File: config.mk
export PLATFORM = sky130hd
export DESIGN_NAME = rsb_bank
export DESIGN_NICKNAME = d
export VERILOG_FILES = /design/src/rtl/rsb_pkg.sv /design/src/rtl/rsb_datapath.sv /design/src/rtl/rsb_ctrl.sv /design/src/rtl/rsb_bank.sv
export SDC_FILE = /design/constraint.sdc
export NUM_CORES = 1
export LEC_CHECK = 0
export BUFFER_PORTS_ARGS = -buffer_cell sky130_fd_sc_hd__buf_2
export CELL_PAD_IN_SITES_DETAIL_PLACEMENT = 0
export CELL_PAD_IN_SITES_GLOBAL_PLACEMENT = 1
export CORE_UTILIZATION = 45
export DETAILED_ROUTE_END_ITERATION = 10
export PLACE_DENSITY = 0.82
export RECOVER_POWER = 100
export SLEW_MARGIN = 25
export SYNTH_ARGS = -nofsm -noshare
export SYNTH_HDL_FRONTEND = slang
export SYNTH_SLANG_ARGS = --single-unit
File: constraint.sdc
create_clock -name clk -period 3.1 [get_ports clk]
set_input_delay 0.31 -clock clk [delete_from_list [all_inputs] [get_ports clk]]
set_output_delay 0.31 -clock clk [all_outputs]
set_load 0.02 [all_outputs]
File: src/rtl/rsb_pkg.sv
package rsb_pkg;
  parameter int RSB_TAG_W = 4;
  typedef logic [RSB_TAG_W-1:0] rsbTag_t;
  localparam rsbTag_t RSB_NO_TAG = '0;

  // Per-slot strobes from control to datapath
  typedef struct packed {
    logic alloc;
    logic disp;
  } rsbEntStrobe_t;

  function automatic logic tagHit(rsbTag_t pend, logic busValid, rsbTag_t busTag);
    return busValid && (pend != RSB_NO_TAG) && (pend == busTag);
  endfunction
endpackage

File: src/rtl/rsb_datapath.sv
module rsb_datapath
  import rsb_pkg::*;
#(
  parameter int NUM_ENT = 3,
  parameter int DATA_W  = 32,
  parameter int OP_W    = 3
) (
  input  logic                        clk,
  input  logic                        rst_n,
  input  logic [OP_W-1:0]             issueOp,
  input  logic [DATA_W-1:0]           issueVj,
  input  rsbTag_t                     issueQj,
  input  logic [DATA_W-1:0]           issueVk,
  input  rsbTag_t                     issueQk,
  input  logic                        cdbValid,
  input  rsbTag_t                     cdbTag,
  input  logic [DATA_W-1:0]           cdbData,
  input  rsbEntStrobe_t [NUM_ENT-1:0] strb,
  output logic [NUM_ENT-1:0]          srcReady,
  output logic [OP_W-1:0]             dispOp,
  output logic [DATA_W-1:0]           dispVj,
  output logic [DATA_W-1:0]           dispVk
);
  logic [OP_W-1:0]   opQ [NUM_ENT];
  logic [DATA_W-1:0] vjQ [NUM_ENT];
  logic [DATA_W-1:0] vkQ [NUM_ENT];
  rsbTag_t           qjQ [NUM_ENT];
  rsbTag_t           qkQ [NUM_ENT];

  // Issue-time bypass: a source named on the bus this cycle is taken as a value
  logic    bypJ, bypK;
  assign bypJ = tagHit(issueQj, cdbValid, cdbTag);
  assign bypK = tagHit(issueQk, cdbValid, cdbTag);

  for (genvar i = 0; i < NUM_ENT; i++) begin : g_ent
    always_ff @(posedge clk) begin
      if (!rst_n) begin
        opQ[i] <= '0;
        vjQ[i] <= '0;
        vkQ[i] <= '0;
        qjQ[i] <= RSB_NO_TAG;
        qkQ[i] <= RSB_NO_TAG;
      end else if (strb[i].alloc) begin
        opQ[i] <= issueOp;
        vjQ[i] <= bypJ ? cdbData : issueVj;
        qjQ[i] <= bypJ ? RSB_NO_TAG : issueQj;
        vkQ[i] <= bypK ? cdbData : issueVk;
        qkQ[i] <= bypK ? RSB_NO_TAG : issueQk;
      end else begin
        if (tagHit(qjQ[i], cdbValid, cdbTag)) begin
          vjQ[i] <= cdbData;
          qjQ[i] <= RSB_NO_TAG;
        end
        if (tagHit(qkQ[i], cdbValid, cdbTag)) begin
          vkQ[i] <= cdbData;
          qkQ[i] <= RSB_NO_TAG;
        end
      end
    end

    assign srcReady[i] = (qjQ[i] == RSB_NO_TAG) && (qkQ[i] == RSB_NO_TAG);


    snoop_capture_chk: assert property (@(posedge clk) disable iff (!rst_n)
      (tagHit(qjQ[i], cdbValid, cdbTag) && !strb[i].alloc)
      |=> (qjQ[i] == RSB_NO_TAG) && (vjQ[i] == $past(cdbData)));


    issue_bypass_chk: assert property (@(posedge clk) disable iff (!rst_n)
      (strb[i].alloc && tagHit(issueQk, cdbValid, cdbTag))
      |=> (qkQ[i] == RSB_NO_TAG) && (vkQ[i] == $past(cdbData)));


    disp_operands_chk: assert property (@(posedge clk) disable iff (!rst_n)
      strb[i].disp |-> (qjQ[i] == RSB_NO_TAG) && (qkQ[i] == RSB_NO_TAG));
  end

  always_comb begin
    dispOp = '0;
    dispVj = '0;
    dispVk = '0;
    for (int i = 0; i < NUM_ENT; i++) begin
      if (strb[i].disp) begin
        dispOp = dispOp | opQ[i];
        dispVj = dispVj | vjQ[i];
        dispVk = dispVk | vkQ[i];
      end
    end
  end
endmodule

File: src/rtl/rsb_ctrl.sv
module rsb_ctrl
  import rsb_pkg::*;
#(
  parameter int NUM_ENT  = 3,
  parameter int BASE_TAG = 1
) (
  input  logic                        clk,
  input  logic                        rst_n,
  input  logic                        issueValid,
  input  logic                        cdbValid,
  input  rsbTag_t                     cdbTag,
  input  logic                        unitIdle,
  input  logic [NUM_ENT-1:0]          srcReady,
  output logic                        issueReady,
  output logic                        dispValid,
  output rsbTag_t                     dispTag,
  output rsbEntStrobe_t [NUM_ENT-1:0] strb
);
  function automatic rsbTag_t ownTag(int idx);
    return rsbTag_t'(BASE_TAG + idx);
  endfunction

  logic [NUM_ENT-1:0] busy, sent, ready, freeHit, allocSel, dispSel, blocked;
  logic [NUM_ENT-1:0] older [NUM_ENT];  // older[j][i]: slot j issued before slot i
  logic issueFire, dispFire, seen;

  assign ready      = busy & ~sent & srcReady;
  assign issueReady = ~&busy;
  assign issueFire  = issueValid && issueReady;
  assign dispValid  = |ready;
  assign dispFire   = dispValid && unitIdle;

  always_comb begin
    seen     = 1'b0;
    allocSel = '0;
    for (int i = 0; i < NUM_ENT; i++) begin
      if (!busy[i] && !seen) begin
        allocSel[i] = 1'b1;
        seen        = 1'b1;
      end
    end
  end

  always_comb begin
    blocked = '0;
    dispTag = RSB_NO_TAG;
    for (int i = 0; i < NUM_ENT; i++) begin
      for (int j = 0; j < NUM_ENT; j++)
        if (j != i && ready[j] && older[j][i]) blocked[i] = 1'b1;
      dispSel[i] = ready[i] && !blocked[i];
      freeHit[i] = cdbValid && (cdbTag == ownTag(i));
      if (dispSel[i]) dispTag = ownTag(i);
    end
  end

  for (genvar i = 0; i < NUM_ENT; i++) begin : g_strb
    assign strb[i].alloc = allocSel[i] && issueFire;
    assign strb[i].disp  = dispSel[i];
  end

  always_ff @(posedge clk) begin
    if (!rst_n) begin
      busy <= '0;
      sent <= '0;
      for (int j = 0; j < NUM_ENT; j++) older[j] <= '0;
    end else begin
      for (int i = 0; i < NUM_ENT; i++) begin
        if (issueFire && allocSel[i]) begin
          busy[i] <= 1'b1;
          sent[i] <= 1'b0;
          for (int j = 0; j < NUM_ENT; j++) begin
            older[j][i] <= (j != i) && busy[j];
            older[i][j] <= 1'b0;
          end
        end else begin
          if (freeHit[i]) begin
            busy[i] <= 1'b0;
            sent[i] <= 1'b0;
          end else if (dispFire && dispSel[i]) begin
            sent[i] <= 1'b1;
          end
        end
      end
    end
  end


  full_stall_chk: assert property (@(posedge clk) disable iff (!rst_n)
    ((&busy) && !cdbValid) |=> (&busy));

  for (genvar i = 0; i < NUM_ENT; i++) begin : g_chk

    free_on_own_tag_chk: assert property (@(posedge clk) disable iff (!rst_n)
      (busy[i] && cdbValid && cdbTag == ownTag(i)) |=> !busy[i]);


    single_handover_chk: assert property (@(posedge clk) disable iff (!rst_n)
      (dispSel[i] && unitIdle) |=> !dispSel[i]);
  end


  one_offer_chk: assert property (@(posedge clk) disable iff (!rst_n)
    dispValid |-> $onehot0(dispSel) && (dispSel != '0));
endmodule

File: src/rtl/rsb_bank.sv
module rsb_bank
  import rsb_pkg::*;
#(
  parameter int NUM_ENT  = 3,
  parameter int BASE_TAG = 1,
  parameter int DATA_W   = 32,
  parameter int OP_W     = 3
) (
  input  logic              clk,
  input  logic              rst_n,
  input  logic              issueValid,
  input  logic [OP_W-1:0]   issueOp,
  input  logic [DATA_W-1:0] issueVj,
  input  logic [3:0]        issueQj,
  input  logic [DATA_W-1:0] issueVk,
  input  logic [3:0]        issueQk,
  output logic              issueReady,
  input  logic              cdbValid,
  input  logic [3:0]        cdbTag,
  input  logic [DATA_W-1:0] cdbData,
  input  logic              unitIdle,
  output logic              dispValid,
  output logic [3:0]        dispTag,
  output logic [OP_W-1:0]   dispOp,
  output logic [DATA_W-1:0] dispVj,
  output logic [DATA_W-1:0] dispVk
);
  rsbEntStrobe_t [NUM_ENT-1:0] strb;
  logic [NUM_ENT-1:0]          srcReady;

  rsb_ctrl #(.NUM_ENT(NUM_ENT), .BASE_TAG(BASE_TAG)) u_ctrl (
    .clk(clk), .rst_n(rst_n), .issueValid(issueValid), .cdbValid(cdbValid),
    .cdbTag(cdbTag), .unitIdle(unitIdle), .srcReady(srcReady),
    .issueReady(issueReady), .dispValid(dispValid), .dispTag(dispTag), .strb(strb)
  );

  rsb_datapath #(.NUM_ENT(NUM_ENT), .DATA_W(DATA_W), .OP_W(OP_W)) u_dp (
    .clk(clk), .rst_n(rst_n), .issueOp(issueOp), .issueVj(issueVj), .issueQj(issueQj),
    .issueVk(issueVk), .issueQk(issueQk), .cdbValid(cdbValid), .cdbTag(cdbTag),
    .cdbData(cdbData), .strb(strb), .srcReady(srcReady), .dispOp(dispOp),
    .dispVj(dispVj), .dispVk(dispVk)
  );
endmodule

* Word-level counts from Yosys, hierarchy flattened
Memories as Yosys holds them, arrays and structs flattened. Cells that the tools add are included.
Word-level totals: word-level logic and storage cells 259, memory bits (writable) 234, memories kept 6, bits of input ports 116, bits in registers 6
Operators by class: mux-type cells 111, reduce and logical (&&, ||, !) cells 70, equality and inequality tests 11, bitwise operators 55
Memories:
- u_dp.vjQ | depth 3, bits a word 32, read ports 3, clocked after Yosys merged registers in 0, write ports 3, line rsb_datapath.sv:25 | logic [DATA_W-1:0] vjQ [NUM_ENT];
- u_dp.vkQ | depth 3, bits a word 32, read ports 3, clocked after Yosys merged registers in 0, write ports 3, line rsb_datapath.sv:26 | logic [DATA_W-1:0] vkQ [NUM_ENT];
- u_dp.qjQ | depth 3, bits a word 4, read ports 3, clocked after Yosys merged registers in 0, write ports 3, line rsb_datapath.sv:27 | rsbTag_t qjQ [NUM_ENT];
- u_dp.qkQ | depth 3, bits a word 4, read ports 3, clocked after Yosys merged registers in 0, write ports 3, line rsb_datapath.sv:28 | rsbTag_t qkQ [NUM_ENT];
- u_ctrl.older | depth 3, bits a word 3, read ports 3, clocked after Yosys merged registers in 0, write ports 3, line rsb_ctrl.sv:24 | logic [NUM_ENT-1:0] older [NUM_ENT];
- u_dp.opQ | depth 3, bits a word 3, read ports 3, clocked after Yosys merged registers in 0, write ports 3, line rsb_datapath.sv:24 | logic [OP_W-1:0] opQ [NUM_ENT];
Operator list (count):
- $mux 32 | 20
- $or 32x32->32 | 4
- $mux 1 | 69
- $mux 4 | 16
- $or 1x1->1 | 45
- $logic_and 1x1->1 | 41
- $eq 4x4->1 | 8
- $reduce_bool 4->1 | 8
- $logic_not 4->1 | 6
- $mux 3 | 6
- $reduce_or 3->1 | 4
- $eq 4x2->1 const B | 2
- $logic_not 1->1 | 7
- $and 3x3->3 | 2
- $or 3x3->3 | 2
- $reduce_bool 2->1 | 3
- $eq 4x1->1 const B | 1
- $not 3->3 | 1
- $reduce_and 3->1 | 1
- $not 1->1 | 1

* Longest topological paths before layout
An unclocked memory read counts as a cell.
depth after elaboration 14, gate-level depth with buffers 8

* By module
A second synthesis with hierarchy kept.
Unflattened totals: cells, all modules 828, area total of the unflattened synthesis 11434.7 sq um
By module, submodules not included:
- rsb_datapath | sequential area each 6756.5 sq um, area each 10774.1 sq um, times used 1, cells an instance 754
- rsb_ctrl | sequential area each 270.3 sq um, area each 660.6 sq um, times used 1, cells an instance 74

* Worst setup path after synthesis
Ideal clock, no wire load.
path type register to register, from register u_ctrl.busy[2], to memory u_dp.qjQ[2][0] in the netlist's numbering (enable), data arrival time 2.248 ns, period minus slack after synthesis 2.642 ns, path slack 0.458 ns, library setup time 0.394 ns, buffers on the path 1, stages on the path, launching flop included 7, cell sequence dfxtp_1 and4b_1 buf_6 nor2b_4 inv_2 or4_4 nand2_1
RTL lines:
- start, declared | line rsb_ctrl.sv:23 | logic [NUM_ENT-1:0] busy, sent, ready, freeHit, allocSel, dispSel, blocked;
- start signal, assigned | line rsb_ctrl.sv:63 | busy <= '0;
- start signal, assigned by index | line rsb_ctrl.sv:69 | busy[i] <= 1'b1;
- start signal, assigned by index | line rsb_ctrl.sv:77 | busy[i] <= 1'b0;
- end, declared | line rsb_datapath.sv:27

==> results.cfg <==
[sta]
setup_viol = 0
finClkSkew_ns = 0.0155
maxSlewViolCount = 0
hold_viol_final = 0
tightest_slew_ns = 1.17
fmax_mhz = 331
relSlewSlack = 0.220
fin_crit_ns = 3.02
final.setup.tns_ns = 0
period_share = 0.975

[die]
die_w_microns = 162
fp.dieH_microns = 162
io_pins = 189
dieArea_sq_um = 26400
row_count = 58
start_util = 0.460
core_area_sq_um = 25200

[clocking]
cts.sink_count = 237
clockBufferDepth = 3
hold_buffers = 0
clock-root-buffer = clkbuf_16
cts_tree = yes
htree_levels = 1
path_clk_slew_ns = 0.06
insertion_delay_ns = 0.52
numCtsBuffers = 25

[setup_path]
cp_data_arrival_time_ns = 2.71
cp_top_family = simple AND/OR/NAND/NOR gates
ff2ff_setup_slack_ns = 0.13
end_kind = primary output
rr_startpoint = u_ctrl.busy[0]
worstPathCellList = nor4b_4, and3_2, o311a_2, buf_12, nand2_1, o221ai_2, clkbuf_2
max_stage_delay_ns = 0.50
slowest_stage = edfxtp_1
start_kind = register
rr_endpoint = u_dp.vkQ[1][26]
crit_fanout = 39
cp_data_required_time_ns = 2.79
worst-setup-path-type = reg2out
cp.buffers_inverters = 2
ff2ff_path_depth = 5

[synth]
yosysMostFrequentCell = edfxtp_1
yosys.area.top_type = edfxtp_1
synth_top_area_share = 0.592
syn_area_sq_um = 11600
synth-edff-count = 228
synth_flop_cell = edfxtp_1
seq_area_frac_synth = 0.607
synthTopCellsByCount = edfxtp_1, a22o_1, nand2_1
syn_avg_cell_area_sq_um = 12.5
async_reset_ff_frac = 0
syn-instance-count = 927
ys_types = 56
synth_warnings = 0
synth-seq-cells = 237
yosys-top-cells-area = edfxtp_1, a22o_1, nand2_1

[global_routing]
met1_usage = 0.371
grtUsageMet3 = 0.0469
globalRoute.totalOverflow = 0
grt_pass1_wl_mm = 54.7
track_usage = 0.277
use_met2 = 0.461
antenna_found_initial = 0
grt_max_degree = 40
grt_pass1_vias = 9036
top_usage_layer = met2

[pwr]
p_sw_frac = 0.231
leakage_nw = 5.63
pwr_density_cell_nw_per_um2 = 553
seqPwrFrac = 0.505
pwr-share-clk = 0.404
power_frac_comb = 0.092
p_switching_mw = 1.78
total_power_mw = 7.68
peakVddDrop_v = 0.000296
p_int_mw = 5.91

[layout]
final_area_sq_um = 13900
num-fill-cells = 2152
antennaDiodeCount = 0
layout.nets = 1222
area_delta_synth_final_pct = 20.1
drive_above_1_share = 0.268

[worst_hold_path]
min_from = unitIdle
whs_path_depth = 3
min_path_type = in2reg
min_to = u_ctrl.sent[1]

[run]
max_cap_violations = 0

[routing]
drc_errors = 0
wl_mm = 36.7
avgRoutedWirePerCell_microns = 25.3
drtIter0Drc = 954
avgViaCountPerCell = 6.36
drt_pass1_iterations = 7
vias = 9249
postRouteAntennaNets = 0

[place]
place_congestion = 0.857
hpwl_mm = 22.9
port_buffers = 186
place_area_sq_um = 13100

[run_status]
status = finished clean
## per-stage QoR
step / util / setup WS, ns / instances / hold slack (ns)
after CTS: 0.555 / 0.0242 / 1452 / 0.0850
after global placement: 0.519 / 0.314 / 1403 / 0.456
after floorplan: - / 0.458 / 928 / 0.428
final: 0.552 / 0.0780 / 1455 / 0.0877
after global routing: 0.552 / -0.00806 / 1455 / 0.0919
after detailed placement: 0.520 / 0.309 / 1404 / 0.459
## worst max path at each step
stage,startpoint,endpoint,slack [ns],cells past startpoint
floorplan,u_ctrl.busy[2],u_dp.qjQ[2][0],0.46,6
global placement,u_dp.qjQ[1][1],dispVj[14],0.31,7
detailed placement,u_dp.qjQ[1][1],dispVj[14],0.31,7
CTS,u_dp.qkQ[0][1],dispVk[29],0.02,7
global route,u_dp.qkQ[0][1],dispVk[14],-0.008,7
finish,u_dp.qkQ[0][1],dispVk[14],0.08,7
## layout by cell type, fill, tap and decap left out, types with 3 or more instances in the layout
master	n
buf_12	6
clkbuf_1	14
xnor2_1	17
clkinv_1	8
a22oi_1	42
edfxtp_1	228
xor2_1	12
nor2_1	13
nand2b_1	3
buf_4	18
or4_4	3
and2_0	4
o221ai_1	24
nand2_1	154
and3_1	21
nand4b_1	3
bufinv_16	5
clkbuf_2	64
nand3_1	5
nor3_1	7
nor4_1	5
dfxtp_1	9
a22o_1	175
buf_2	130
and2_1	7
nor2b_1	7
inv_1	6
clkbuf_16	25
clkinv_2	3
o21ai_4	3
nand4_1	33
nor2_4	4
o21ai_0	3
a22o_2	17
a21oi_1	5
## logic make-up after synthesis
family	count (synthesis)	synth area share
and+or+nand+nor	289	0.124
buffers and inverters	88	0.0373
AOI/OAI and AO/OA	283	0.209
xor gates and xnor gates	29	0.0220
DFF	237	0.607
other	1	0.000324
## worst reg2reg max path, stage by stage, from the launching register on
cell and delay [ns]:
dfxtp_1 0.49, nand2_1 0.10, or2_0 0.48, nor2_2 0.93, clkbuf_2 0.56, a22o_1 0.26
## layer usage
layer,share of wire,wire length [microns]
met1,0.40,14800
met2,0.48,17500
met3,0.099,3640
met4,0.022,809
met5,0,0
## registers in the layout, summed over array words and instances, names as in the netlist
name and cells:
u_dp.vjQ 96, u_dp.vkQ 96, u_dp.qjQ 12, u_dp.qkQ 12
u_dp.opQ 9, u_ctrl.older 6, u_ctrl.busy 3, u_ctrl.sent 3
## cell type report
type	count	area [sq um]	area share
timing repair buffer	233	1350	0.0968
tap	330	413	0.0297
sequential	237	7030	0.506
clock inverter	17	204	0.0147
inverter	6	22.5	0.00162
multi-input combinational	603	4240	0.305
clock buffer	29	641	0.0461
## power groups by stage
stage | clock network (mW) | registers [mW] | logic (mW)
floorplan | 0 | 3.91 | 0.359
global placement | 0 | 3.93 | 0.699
detailed placement | 0 | 3.93 | 0.712
CTS | 3.11 | 3.87 | 0.719
global route | 3.25 | 3.90 | 0.750
finish | 3.10 | 3.88 | 0.704
## timing repair
| item | 4_1_cts | 5_1_grt |
|---|---|---|
| pin swaps | 1 | 1 |
| endpoints found under the hold margin | 0 | 0 |
| gates resized for setup | 7 | 6 |
| endpoints found under the setup margin | 59 | 68 |
| setup buffers | 2 | 1 |
Power figures use the tool's default switching activity.
